`config.mk`:
```
export PLATFORM = sky130hd
export DESIGN_NAME = prescale_event_counter
export DESIGN_NICKNAME = d
export VERILOG_FILES = /design/src/rtl/pdc_pkg.sv /design/src/rtl/pdc_reload_reg.sv /design/src/rtl/pdc_down_ctr.sv /design/src/rtl/pdc_event_ctr.sv /design/src/rtl/prescale_event_counter.sv
export SDC_FILE = /design/constraint.sdc
export NUM_CORES = 1
export LEC_CHECK = 0
export BUFFER_PORTS_ARGS = -buffer_cell sky130_fd_sc_hd__buf_2
export CAP_MARGIN = 20
export CORE_MARGIN = 4
export CORE_UTILIZATION = 57
export CTS_CLUSTER_DIAMETER = 80
export DETAILED_ROUTE_END_ITERATION = 8
export GPL_TIMING_DRIVEN = 1
export PLACE_DENSITY = 0.93
export SYNTH_ARGS = -nofsm -noshare
export SYNTH_HDL_FRONTEND = slang
export SYNTH_HIERARCHICAL = 1
export SYNTH_SLANG_ARGS = --single-unit
```
`constraint.sdc`:
```
create_clock -name clk_i -period 9.6 [get_ports clk_i]
set_input_delay 1.44 -clock clk_i [delete_from_list [all_inputs] [get_ports clk_i]]
set_output_delay 1.44 -clock clk_i [all_outputs]
set_load 0.03 [all_outputs]
```
`src/rtl/pdc_pkg.sv`:
```
package pdc_pkg;

    typedef enum logic [1:0] {
        SEL_RELOAD = 2'd0,
        SEL_DOWN   = 2'd1,
        SEL_EVENT  = 2'd2,
        SEL_NONE   = 2'd3
    } wr_sel_e;

    localparam int unsigned NUM_TARGETS = 3;

endpackage

```
`src/rtl/pdc_reload_reg.sv`:
```
module pdc_reload_reg #(
    parameter int unsigned W = 32
) (
    input  logic         clk_i,
    input  logic         rst_ni,
    input  logic         wr_i,
    input  logic [W-1:0] wr_data_i,
    output logic [W-1:0] value_o
);
    typedef struct packed {
        logic [W-1:0] value;
    } state_t;

    state_t st_d, st_q;

    always_comb begin
        st_d = st_q;
        if (wr_i) begin
            st_d.value = wr_data_i;
        end
    end

    always_ff @(posedge clk_i or negedge rst_ni) begin
        if (!rst_ni) begin
            st_q <= '0;
        end else begin
            st_q <= st_d;
        end
    end

    assign value_o = st_q.value;
endmodule

```
`src/rtl/pdc_down_ctr.sv`:
```
module pdc_down_ctr #(
    parameter int unsigned W = 32
) (
    input  logic         clk_i,
    input  logic         rst_ni,
    input  logic         tick_i,
    input  logic         wr_i,
    input  logic [W-1:0] wr_data_i,
    input  logic [W-1:0] reload_i,
    output logic [W-1:0] count_o,
    output logic         wrap_o
);
    typedef struct packed {
        logic [W-1:0] count;
    } state_t;

    state_t st_d, st_q;
    logic   at_zero;

    assign at_zero = (st_q.count == '0);

    always_comb begin
        st_d = st_q;
        if (tick_i) begin
            if (at_zero) begin
                st_d.count = reload_i;
            end else begin
                st_d.count = st_q.count - W'(1);
            end
        end
        // software value overrides the tick for this register
        if (wr_i) begin
            st_d.count = wr_data_i;
        end
    end

    always_ff @(posedge clk_i or negedge rst_ni) begin
        if (!rst_ni) begin
            st_q <= '0;
        end else begin
            st_q <= st_d;
        end
    end

    assign count_o = st_q.count;
    // wrap depends only on the pre-write count, so a write never hides it
    assign wrap_o  = tick_i & at_zero;
endmodule

```
`src/rtl/pdc_event_ctr.sv`:
```
module pdc_event_ctr #(
    parameter int unsigned W = 32
) (
    input  logic         clk_i,
    input  logic         rst_ni,
    input  logic         inc_i,
    input  logic         wr_i,
    input  logic [W-1:0] wr_data_i,
    output logic [W-1:0] count_o
);
    typedef struct packed {
        logic [W-1:0] count;
    } state_t;

    state_t st_d, st_q;

    always_comb begin
        st_d = st_q;
        if (inc_i) begin
            st_d.count = st_q.count + W'(1);
        end
        if (wr_i) begin
            st_d.count = wr_data_i;
        end
    end

    always_ff @(posedge clk_i or negedge rst_ni) begin
        if (!rst_ni) begin
            st_q <= '0;
        end else begin
            st_q <= st_d;
        end
    end

    assign count_o = st_q.count;
endmodule

```
`src/rtl/prescale_event_counter.sv`:
```
module prescale_event_counter #(
    parameter int unsigned W = 32
) (
    input  logic         clk_i,
    input  logic         rst_ni,
    input  logic         tick_i,
    input  logic         wr_en_i,
    input  logic [1:0]   wr_sel_i,
    input  logic [W-1:0] wr_data_i,
    output logic [W-1:0] reload_o,
    output logic [W-1:0] down_o,
    output logic [W-1:0] events_o
);
    import pdc_pkg::*;

    localparam int unsigned NT = NUM_TARGETS;

    logic [NT-1:0] wr_hit;
    logic          wrap;

    for (genvar g = 0; g < NT; g++) begin : g_dec
        assign wr_hit[g] = wr_en_i & (wr_sel_i == 2'(g));
    end

    pdc_reload_reg #(.W(W)) u_reload (
        .clk_i     (clk_i),
        .rst_ni    (rst_ni),
        .wr_i      (wr_hit[SEL_RELOAD]),
        .wr_data_i (wr_data_i),
        .value_o   (reload_o)
    );

    pdc_down_ctr #(.W(W)) u_down (
        .clk_i     (clk_i),
        .rst_ni    (rst_ni),
        .tick_i    (tick_i),
        .wr_i      (wr_hit[SEL_DOWN]),
        .wr_data_i (wr_data_i),
        .reload_i  (reload_o),
        .count_o   (down_o),
        .wrap_o    (wrap)
    );

    pdc_event_ctr #(.W(W)) u_event (
        .clk_i     (clk_i),
        .rst_ni    (rst_ni),
        .inc_i     (wrap),
        .wr_i      (wr_hit[SEL_EVENT]),
        .wr_data_i (wr_data_i),
        .count_o   (events_o)
    );
endmodule

```
Word-level counts from Yosys, hierarchy flattened
Cells that the tools add are included.

operators by class
  shift operators = 0
  order comparisons = 0
  multipliers = 0
  div/mod/pow operators = 0
  equal/unequal tests = 2
  bitwise operators = 4
  reductions and logical operators = 4
  muxes and demuxes = 5
  add/subtract/negate cells = 2

operators by type and width
  kind                     number
  $mux W32                 5
  $add A32 B1 Y32 const B  1
  $logic_not A32 Y1        1
  $sub A32 B1 Y32 const B  1
  $and A1 B1 Y1            4
  $reduce_bool A2 Y1       2
  $eq A2 B1 Y1 const B     1
  $eq A2 B2 Y1 const B     1
  $logic_not A2 Y1         1

word-level totals
  register bits = 96
  bits in read-only memories = 0
  RAM bits = 0
  word-level logic and storage cells = 20
  output and inout port bits = 96
  memories kept = 0
  latch bits = 0

Depth between registers and ports, before layout
  depth in word-level cells = 4
  depth in mapped cells = 12
  gate-level depth less buffers = 10

Modules after synthesis
The synthesis kept the hierarchy.

by module, submodules not included
  module                  area each (sq um)  cells each  times used
  pdc_down_ctr            2502.4             298         1
  pdc_event_ctr           1966.9             219         1
  pdc_reload_reg          1345.0             68          1
  prescale_event_counter  30.0               3           1

Least setup slack after synthesis
OpenSTA, ideal clock, no wires.

  path kind = in2reg
  start point = input tick_i
  end point = register u_event.st_q (netlist bit u_event/count_o[17])
  arrival = 3.460 ns
  stages on the path = 10
  buffers on the path = 4
  data required time = 9.518 ns
  setup slack = 6.058 ns
  cells stage by stage = clkbuf_1 > inv_1 > clkbuf_1 > clkbuf_1 > nor2_1 > and4_1 > buf_6 > nand4_4 > or4_1 > a31oi_1

between the ends
  longest elaborated chain between the ends = 2

ends and longest elaborated chain
  element                       RTL line                      text
  from (decl)                   prescale_event_counter.sv:6   input logic tick_i,
  $and A1 B1 Y1                 pdc_down_ctr.sv:47            assign wrap_o = tick_i & at_zero;
  named net wrap                prescale_event_counter.sv:19  logic wrap;
  $reduce_bool A2 Y1 (no line)  n/a
  to (signal assigned)          pdc_event_ctr.sv:31           st_q <= st_d;
  to (decl)                     pdc_event_ctr.sv:15           state_t st_d, st_q;

The timed path passes the listed nets, and every way through them passes these cells.
A chain may end at the register's enable or synchronous reset.

Final worst setup path
  start point = register u_down.st_q (netlist bit u_down/count_o[9])
  end point = register u_event.st_q (netlist bit u_event/count_o[29])

between the ends
  longest elaborated chain between the ends = 3

ends and longest elaborated chain
  element                       RTL line                      text
  from (decl)                   pdc_down_ctr.sv:17            state_t st_d, st_q;
  from (signal assigned)        pdc_down_ctr.sv:41            st_q <= st_d;
  $logic_not A32 Y1             pdc_down_ctr.sv:20            assign at_zero = (st_q.count == '0);
  $and A1 B1 Y1                 pdc_down_ctr.sv:47
  named net wrap                prescale_event_counter.sv:19
  $reduce_bool A2 Y1 (no line)  n/a

The timed path passes the listed nets, and every way through them passes these cells.

==> summary.md <==
| Metric | Value |
|---|---|
| Setup TNS | `0 ns` |
| Hold WC Path Type | `reg -> reg` |
| Clock Tree Buf Depth | `2` |
| Initial antenna violation count | `0` |
| CTS buffer count | `9` |
| EDFF count, synth | `0` |
| Ant diodes | `0` |
| Fmax | `235 MHz` |
| Routability-driven placement congestion ratio | `0.873` |
| Drt pass-1 iters | `5` |
| Die ar. | `11,900 sq um` |
| H-tree levels | `3` |
| Die Y-Extent | `109 microns` |
| # setup viols final | `0` |
| Synth cell count leaders | `dfrtp_1 (96), nand3_1 (46), nand2_1 (32), o21ai_0 (32), and3_1 (31)` |
| CP startpoint | `u_down/count_o[9]$_DFFE_PN0P_` |
| Register area share after synthesis | `41.1%` |
| Unrepaired setup endpoints after global routing | `no` |
| Final hold vios | `0` |
| Number of synthesized register bits | `96` |
| Die Wd | `109 microns` |
| CTS tree | `built` |
| Area Growth Syn to Fin | `14.4%` |
| Global-route wire length before repair | `27,100 microns` |
| Vias/cell | `6.67` |
| Critical setup path kind | `reg -> reg` |
| Row count | `36` |
| Routed via count | `5,594` |
| Post_cts resized | `0` |
| Combinational fraction of design power | `38.8%` |
| Vias in the first global route | `5,254` |
| Global routing's busiest layer | `met2` |
| Leading area contributor after synthesis | `dfrtp_1` |
| Slew Limit Fails | `0` |
| IO buf count | `133` |
| Worst Path Required | `9.89 ns` |
| # fillers | `735` |
| Synth top area share | `41.1%` |
| Clock network power share | `17.6%` |
| R2r startpoint | `u_down/count_o[9]$_DFFE_PN0P_` |
| Hold path start | `u_reload/value_o[27]$_DFFE_PN0P_` |
| Power per standard cell area | `207 nW/um^2` |
| Number of clock sinks | `96` |
| Gr usage total | `29.0%` |
| Final Cycle Share | `44.4%` |
| Layout cells sized above 1 | `29.6%` |
| Worst skew pair latency | `0.36 ns` |
| Net Count, Synth | `629` |
| Leakage | `2.98 nW` |
| Root buffer cell | `clkbuf_8` |
| HPWL after DPL | `12,300 microns` |
| Count leader, synth | `dfrtp_1` |
| Most common flop cell mapped by yosys | `dfrtp_1` |
| CP startpoint kind | `flip-flop` |
| Max transition margin | `40.3%` |
| Wire length per cell | `20.7 microns` |
| Slowest stage cell, crit path | `or3_1` |
| Max stage delay on crit path | `0.81 ns` |
| Internal power | `773 uW` |
| Core ar. | `9860 sq um` |
| Global route overflow | `0` |
| Nets | `742` |
| Final wirelength | `17,400 microns` |
| Synth Area per Inst | `9.94 sq um` |
| Area contributors post-synth | `dfrtp_1 (41%), mux2_4 (7.7%), nand3_1 (3.9%)` |
| Buffer count from post-CTS setup fixing | `0` |
| Outcome | `finished, final reports clean` |
| Max-cap viol count | `0` |
| Number of hold buffers added after cts | `0` |
| Synth Instances | `588` |
| Post-synth cell types | `68` |
| Cell Area, Synth | `5840 sq um` |
| Synth async-reset ratio | `100%` |
| Starting Density | `59.2%` |
| Fin crit period | `4.26 ns` |
| Worst path arrival time | `4.55 ns` |
| First DRT Iteration DRCs | `644` |
| YS warnings | `6` |
| I/O pins | `134` |
| Switch share | `44.1%` |
| Worst vdd ir | `0.000166 V` |
| Crit-path max FO | `12` |
| Clock slew at reported path FFs | `0.09 ns` |
| Sequential share of power | `43.6%` |
| Buf+Inv Stages, Crit Path | `0` |
| Worst-Margin Slew | `0.895 ns` |
| Grt met3 use | `5.45%` |
| Cell family with most CP delay | `simple AND/OR/NAND/NOR gates` |
| Critical-path cell list | `nor4_4 -> nand4_1 -> or3_1 -> nor2_1 -> and4_1 -> nand3_2 -> or4_1 -> nand3_1` |
| Final Skew | `0.0150 ns` |
| Met2 GRT Util | `47.0%` |
| Final Power | `1.38 mW` |
| DRT antenna net count | `0` |
| Pin count of the biggest net entering global routing | `66` |
| Remaining DRCs | `0` |
| Sw power | `609 uW` |
| GR Layer Usage met1 | `39.4%` |
| CP Capture Type | `flip-flop` |
[layout make-up]
cell class	count	area [sq um]	area share, %
inverter	9	33.8	0.505
clock buffer	12	145	2.17
sequential	96	2400	35.9
clock inverter	4	30.0	0.449
tap	133	166	2.49
multi-input combinational	446	3190	47.7
timing repair buffer	139	721	10.8
[state kept, by name, indices dropped and copies added, names as in the netlist]
name              count
u_reload/value_o     32
u_event/count_o      32
u_down/count_o       32
[through the flow]
stage / util, % / setup WS, ns / cell area, sq um / std cells / hold WS, ns
6_report: 67.8 / 5.34 / 6680 / 839 / 0.546
5_1_grt: 67.8 / 5.07 / 6680 / 839 / 0.564
4_1_cts: 67.6 / 5.45 / 6670 / 838 / 0.539
3_5_place_dp: 65.8 / 5.45 / 6490 / 822 / 0.515
3_3_place_gp: 65.8 / 5.65 / 6490 / 822 / 0.518
2_1_floorplan: - / 6.06 / 5840 / 588 / 0.699
[worst paths after layout]
check / end / slack, ns / depth (start not counted)
max in group asynchronous: u_down/count_o[30]$_DFFE_PN0P_ / 7.40 / 2
worst min register to register: u_reload/value_o[27]$_DFFE_PN0P_ / 0.55 / 1
min in group asynchronous: u_event/count_o[18]$_DFFE_PN0P_ / 1.00 / 1
worst min-delay path: u_reload/value_o[27]$_DFFE_PN0P_ / 0.55 / 1
worst max register to register: u_event/count_o[29]$_DFFE_PN0P_ / 5.34 / 8
worst max-delay path: u_event/count_o[29]$_DFFE_PN0P_ / 5.34 / 8
[logic make-up after synthesis]
family | Yosys count | synth area share (%)
buffers and inverters | 46 | 4.54
DFF | 96 | 41.1
AOI/OAI and AO/OA | 123 | 13.3
and+or+nand+nor | 243 | 25.3
adders and majority gates | 3 | 0.642
muxes | 42 | 9.83
xor gates and xnor gates | 35 | 5.25
[power by group through the flow]
stage	logic [mW]	registers, mW	clock network [mW]
4_1_cts	0.531	0.599	0.248
3_3_place_gp	0.514	0.598	0
6_report	0.537	0.602	0.243
2_1_floorplan	0.226	0.729	0
3_5_place_dp	0.527	0.606	0
5_1_grt	0.569	0.616	0.265
[per-layer routing]
metal / routed length, microns / part of all wire, %
met5: 0 / 0
met4: 490 / 2.8
met3: 1770 / 10
met2: 8310 / 48
met1: 6830 / 39
[cells in the final DEF, fill, tap and decap left out, drive strengths merged, types with 4 or more instances in the layout]
master and n:
buf 139, dfrtp 96, nand3 48, nand2 33
mux2 33, o21ai 32, and3 32, a21oi 30
nor2 29, nand4 24, xnor2 20, or4 17
xor2 15, o31ai 15, a31oi 15, nor3 14
o211ai 12, clkbuf 12, nor4 11, inv 9
or3 9, mux2i 9, and4 5, nor3b 4
Note: power is estimated with default switching activity, not from simulation.
